$ cat src/rtl/cyc_phase_det.sv
module cyc_phase_det #(
  parameter int FRAC_W   = 8,
  parameter int CNT_W    = 15,
  parameter int MAX_CODE = 12
) (
  input  logic                            clk,
  input  logic                            rst_n,
  input  logic                            clr,
  input  logic                            mc_en,
  input  logic [3:0]                      range_code,
  input  logic                            loop_full,
  input  logic                            ref_edge,
  input  logic                            fb_edge,
  input  logic [FRAC_W-1:0]               frac,
  output logic signed [CNT_W+FRAC_W-1:0]  phase_err,
  output logic                            loss
);
  localparam int OUT_W = CNT_W + FRAC_W;
  localparam logic signed [CNT_W-1:0] ONE = CNT_W'(1);
  localparam logic signed [OUT_W-1:0] POS_CAP = OUT_W'(1) << FRAC_W;
  localparam logic signed [OUT_W-1:0] NEG_CAP = -POS_CAP;

  logic signed [CNT_W-1:0] acc, lim, win, sum, nxt;
  logic [3:0] ksat;
  logic       up, dn, loss_d;

  assign ksat = (range_code > 4'(MAX_CODE)) ? 4'(MAX_CODE) : range_code;
  assign lim  = (ONE <<< (ksat + 4'd1)) - ONE;
  assign win  = mc_en ? lim : ONE;

  assign up  = ref_edge & ~fb_edge;
  assign dn  = fb_edge & ~ref_edge;
  assign sum = acc + (up ? ONE : '0) - (dn ? ONE : '0);
  assign nxt = (sum > win) ? win : ((sum < -win) ? -win : sum);

  assign loss_d = mc_en && (nxt >= lim || nxt <= -lim);

  always_ff @(posedge clk or negedge rst_n) begin
    if (!rst_n) begin
      acc  <= '0;
      loss <= 1'b0;
    end else if (clr) begin
      acc  <= '0;
      loss <= 1'b0;
    end else begin
      acc  <= nxt;
      loss <= loss_d;
    end
  end

  logic signed [OUT_W-1:0] raw;
  assign raw = {acc, frac};

  always_comb begin
    if (loop_full)         phase_err = raw;
    else if (acc >= ONE)   phase_err = POS_CAP;
    else if (acc < -ONE)   phase_err = NEG_CAP;
    else                   phase_err = raw;
  end
endmodule

$ cat config.mk
export PLATFORM = sky130hd
export DESIGN_NAME = cyc_phase_det
export DESIGN_NICKNAME = d
export VERILOG_FILES = /design/src/rtl/cyc_phase_det.sv
export SDC_FILE = /design/constraint.sdc
export NUM_CORES = 1
export LEC_CHECK = 0
export BUFFER_PORTS_ARGS = -buffer_cell sky130_fd_sc_hd__buf_2
export CAP_MARGIN = 30
export CORE_UTILIZATION = 55
export DETAILED_ROUTE_END_ITERATION = 8
export HOLD_SLACK_MARGIN = 0.06
export PLACE_DENSITY = 0.75
export SLEW_MARGIN = 15
export SYNTH_ARGS = -nofsm -noshare
export SYNTH_HDL_FRONTEND = slang
export SYNTH_SLANG_ARGS = --single-unit
export TNS_END_PERCENT = 50
$ cat constraint.sdc
create_clock -name clk -period 8.54 [get_ports clk]
set_clock_uncertainty 0.2 [all_clocks]
set_input_delay 0.427 -clock clk [delete_from_list [all_inputs] [get_ports clk]]
set_output_delay 0.427 -clock clk [all_outputs]
set_load 0.03 [all_outputs]
# Yosys cells after proc, flatten, opt, wreduce, memory -nomap -nowiden
# Index checks and enable logic that the tools add are counted.
[totals]
reg_bits = 16
input_bits = 19
output_inout_bits = 24
wordCells = 33
[classes]
n_addsub = 6
magnitude_cmp = 7
n_shift = 1
muxes = 11
bitwise_logic = 4
n_reduce_logical = 2
[op_table]
columns = ["cell", "n"]
rows = [
  ["23-bit two-way mux", 3],
  ["15-bit two-way mux", 4],
  ["15-bit negation", 2],
  ["15-bit by 1-bit adder with 15-bit output", 1],
  ["15-bit greater-or-equal comparator", 1],
  ["15-bit by 2-bit greater-or-equal comparator with 1-bit output (second input constant)", 1],
  ["15-bit > comparator", 1],
  ["15-bit less-or-equal comparator", 1],
  ["15-bit by 1-bit < comparator with 1-bit output (second input constant)", 1],
  ["15-bit < comparator", 1],
  ["2-bit by 4-bit <<< shifter with 15-bit output (first input constant)", 1],
  ["15-bit by 1-bit subtractor with 15-bit output", 1],
  ["15-bit by 2-bit subtractor with 15-bit output (second input constant)", 1],
  ["4-bit by 1-bit adder with 4-bit output (second input constant)", 1],
  ["4-bit > comparator (second input constant)", 1],
  ["4-bit two-way mux", 1],
  ["1-bit two-way mux", 3],
  ["1-bit AND", 2],
  ["1-bit NOT", 2],
  ["1-bit logical AND", 1],
  ["1-bit logical OR", 1],
]

# Longest topological paths before layout
[depth]
ltp_word = 14
ltp_mapped = 29
depth_no_buf = 26

# Worst setup path after synthesis
# No wires, ideal clock.
[synth_timing]
path_type = "input-to-reg"
start = "input range_code[2]"
end = "register loss"
setup_ns = 0.094
arrival_time_ns = 5.921
required_ns = 8.246
path_slack_ns = 2.325
stages = 25
path_buffers = 3
path_cell_list = "ha_1 > or3_1 > or3b_1 > clkbuf_1 > ha_1 > clkbuf_1 > or3_1 > a221oi_1 > a21oi_1 > nand2b_1 > ha_1 > and3_1 > nand4_1 > or4_1 > o211a_1 > clkbuf_1 > o31a_1 > ha_1 > a21o_1 > a21o_1 > a221o_1 > a211oi_1 > o31ai_1 > mux2i_1 > a211oi_1"
[synth_between]
elab_chain_cells = 14
elab_cells_between_ends = 17
classes_between = "add/sub (4); order compare (5); shift (1); mux (5); reduce/logical (2)"
[synth_lines]
columns = ["item", "line", "text"]
rows = [
  ["from (decl)", "10", "input logic [3:0] range_code,"],
  ["4-bit > comparator", "27", "assign ksat = (range_code > 4'(MAX_CODE)) ? 4'(MAX_CODE) : range_code;"],
  ["4-bit two-way mux (*)", "27", ""],
  ["4-bit by 1-bit adder with 4-bit output (*)", "28", "assign lim = (ONE <<< (ksat + 4'd1)) - ONE;"],
  ["2-bit by 4-bit <<< shifter with 15-bit output (*)", "28", ""],
  ["15-bit by 2-bit subtractor with 15-bit output (*)", "28", ""],
  ["15-bit two-way mux", "29", "assign win = mc_en ? lim : ONE;"],
  ["15-bit negation", "34", "assign nxt = (sum > win) ? win : ((sum < -win) ? -win : sum);"],
  ["15-bit < comparator", "34", ""],
  ["15-bit two-way mux (2 in series)", "34", ""],
  ["15-bit greater-or-equal comparator or 15-bit less-or-equal comparator (tied branches)", "36", "assign loss_d = mc_en && (nxt >= lim || nxt <= -lim);"],
  ["1-bit logical OR (*)", "36", ""],
  ["1-bit logical AND (*)", "36", ""],
  ["1-bit two-way mux (*)", "42", "end else if (clr) begin"],
  ["to (signal assigned)", "47", "loss <= loss_d;"],
  ["to (decl)", "16", "output logic loss"],
]
# Mark *: on every way between the ends. The rest lies on a longest branch, timed or not.

# Final worst setup path
# Same ends and word-level chain as after synthesis.

==> flow_summary_export.csv <==
group,metric,value,unit
yosys,synth_area_leaders,"ha_1 (29%), dfrtp_1 (9.0%), nor2_1 (5.3%)",
sta,slew_violations,0,
yosys,syn-instance-count,602,
placement,placed_cells,725,
setup_path,crit_slowest_cell,"a21oi_2",
finish,drive_gt1_share,10.05,%
yosys,async_flop_share,100.0,%
clock_tree,htreeDepth,1,
placement,dp_slack,1.182,ns
floorplanning,core,7807,um^2
yosys,synth.yosys.seq_area_share,8.961,%
clock_tree,cts_tree,"yes",
sta,relSlewSlack,45.27,%
setup_path,crit_family,"compound AO/OA/AOI/OAI gates",
placement,gp_congestion,0.9981,
detailed_routing,routedWlPerCell,16.82,um
sta,fmax,137.7,MHz
floorplanning,start_util,57.23,%
setup_path,crit_chain,"buf_2, ha_1, and3b_1, nand2_1, ha_1, nor3b_1, a22o_1, a22oi_1, o21ai_0, ha_1, a21o_1, a2111oi_0, o22ai_1, a21oi_2, nor2_1, o31a_1, ha_1, a21o_1, a21oi_1, nor2_1, a2111oi_0, nor2_1, o221a_2, a211oi_1",
floorplanning,num_io_pins,43,
global_routing,grt_start_max_net_pins,24,
detailed_routing,drcViolationCount,0,
setup_path,cp-start-kind,"primary input",
yosys,synth-seq-cells,16,
finish,final_cells,729,
yosys,synth_cell_type_count,72,
floorplanning,rows,32,
sta,fin_tns_setup,0,ns
sta,setup_viol_count_final,0,
sta,period_minus_slack,7.264,ns
placement,dp_hpwl,10.14,mm
global_routing,grt_pass1_vias,4255,
global_routing,grt_usage,28.84,%
yosys,synthMuxAreaShare,2.296,%
outcome,status,"completed",
clock_tree,hold_buffers,1,
flow_run,max-cap-violations,0,
setup_path,crit_type,"primary input to flop",
yosys,synth_compound_area_share,23.02,%
sta,period_share,85.06,%
yosys,syn_area,4468,um^2
yosys,synth_fa_ha_area_share,29.29,%
detailed_routing,firstDrtPassIters,5,
yosys,synth_ff_type,"dfrtp_1",
clock_tree,cts_resized,0,
floorplanning,die_w,92.13,um
hold_path,hold_class,"primary input to flop",
global_routing,antenna_found_initial,0,
yosys,synth_warnings,0,
global_routing,grt_overflow_total,0,
setup_path,arrival,7.22,ns
setup_path,cpMostUsedCell,"ha_1",
yosys,synth_xor_area_share,2.744,%
detailed_routing,first_iter_violations,246,
floorplanning,die_h,92.13,um
setup_path,crit_path_end_kind,"flop",
placement,io_buffers,42,
setup_path,worstPathMaxFanout,20,
clock_tree,cts-root-buf,"clkbuf_8",
yosys,syn_avg_cell_area,7.422,um^2
yosys,synth_top_area_share,28.84,%
sta,tightestPinTransition,0.8210,ns
yosys,synth_area_leader_cell,"ha_1",
global_routing,grt_pass1_wl,19.90,mm
clock_tree,clk_latency,0.25,ns
detailed_routing,route.vias.total,4478,
yosys,mappedNetlistNets,725,
finish,diodes,0,
clock_tree,clk_pin_slew,0.06,ns
setup_path,crit_buf_inv,1,
finish,syn2layout_area_growth,6.833,%
detailed_routing,totalWireLength,12.26,mm
floorplanning,die-area,8488,um^2
finish,final_common_cell,"ha_1",
sta,fin_ws,1.276,ns
sta,rsz0062_at_grt,"false",
yosys,synth_edf_count,0,
clock_tree,post_cts_buffers,0,
setup_path,cpPeakStageDelay,0.64,ns
finish,final_nets,752,
yosys,synth-simple-area-share,27.11,%
clock_tree,clk_path_buf_depth,2,
detailed_routing,ant_nets,0,
setup_path,crit_required,8.49,ns
clock_tree,cts_num_sinks,16,
detailed_routing,viasPerCell,6.143,
clock_tree,cts_inserted_buffers,3,
finish,n_fill_cell,723,
yosys,synth_top_family_by_area,"adder cells",
sta,fin_hold_ws,0.3255,ns
sta,hold_viol,0,
finish,mostFrequentLayoutCells,"ha_1 (103), nor2_1 (63), inv_1 (48)",
per-stage QoR:
stage,cell area (um^2),utilization [%]
final,4773,61.14
after floorplan,4468,-
after global placement,4722,60.48
after global routing,4773,61.14
after CTS,4773,61.14
after detailed placement,4722,60.48
metal layers:
layer	vias to the layer above	global-route usage, %	share of wire (%)
li1	2232	-	-
met1	2077	34.27	44
met2	147	55.29	51
met3	22	0.8292	2.9
met4	0	9.245	2.2
met5	-	0	0
kinds of logic (layout without fill, tap and decap cells):
kind of cell,count (synthesis),count (layout)
and+or+nand+nor,234,234
AOI/OAI and AO/OA,150,150
adders and majority gates,104,104
buffers and inverters,74,99
DFF,16,16
xor gates and xnor gates,14,14
muxes,10,10
path summary, 6_finish.rpt:
path	end	slack, ns	depth (start not counted)	from
worst min-delay path	acc[12]$_DFF_PN0_	0.33	2	clr
worst min register to register	acc[0]$_DFF_PN0_	0.86	5	acc[0]$_DFF_PN0_
worst max-delay path	loss$_DFF_PN0_	1.28	24	range_code[2]
worst max register to register	loss$_DFF_PN0_	1.87	21	acc[0]$_DFF_PN0_
min in group asynchronous	acc[12]$_DFF_PN0_	0.44	2	rst_n
max in group asynchronous	acc[7]$_DFF_PN0_	7.44	2	rst_n
state kept, by name, summed over array words and instances, names as in the netlist:
signal,cells
acc,15
loss,1
synthesized netlist by cell type (all sizes together) (6+ instances only):
| cell | n |
|---|---|
| a2111oi | 6 |
| a211oi | 11 |
| a21o | 12 |
| a21oi | 33 |
| a31oi | 6 |
| and2 | 22 |
| and3 | 6 |
| buf | 10 |
| clkbuf | 14 |
| dfrtp | 16 |
| ha | 103 |
| inv | 49 |
| mux2i | 8 |
| nand2 | 47 |
| nand2b | 19 |
| nand3 | 12 |
| nand4 | 11 |
| nor2 | 63 |
| nor2b | 12 |
| nor3 | 8 |
| o21ai | 33 |
| xnor2 | 10 |
area by class of cell:
class | count | area (um^2) | share of cell area (%)
inverters | 50 | 187.7 | 3.932
clock buffers | 3 | 41.29 | 0.8650
well taps | 102 | 127.6 | 2.674
multi-input cells | 512 | 3774 | 79.06
repair buffers | 46 | 242.7 | 5.085
flip-flops and latches | 16 | 400.4 | 8.388
Power is not shown: default switching activity piles up to over one toggle a cycle in this logic, so the estimate is an artifact.
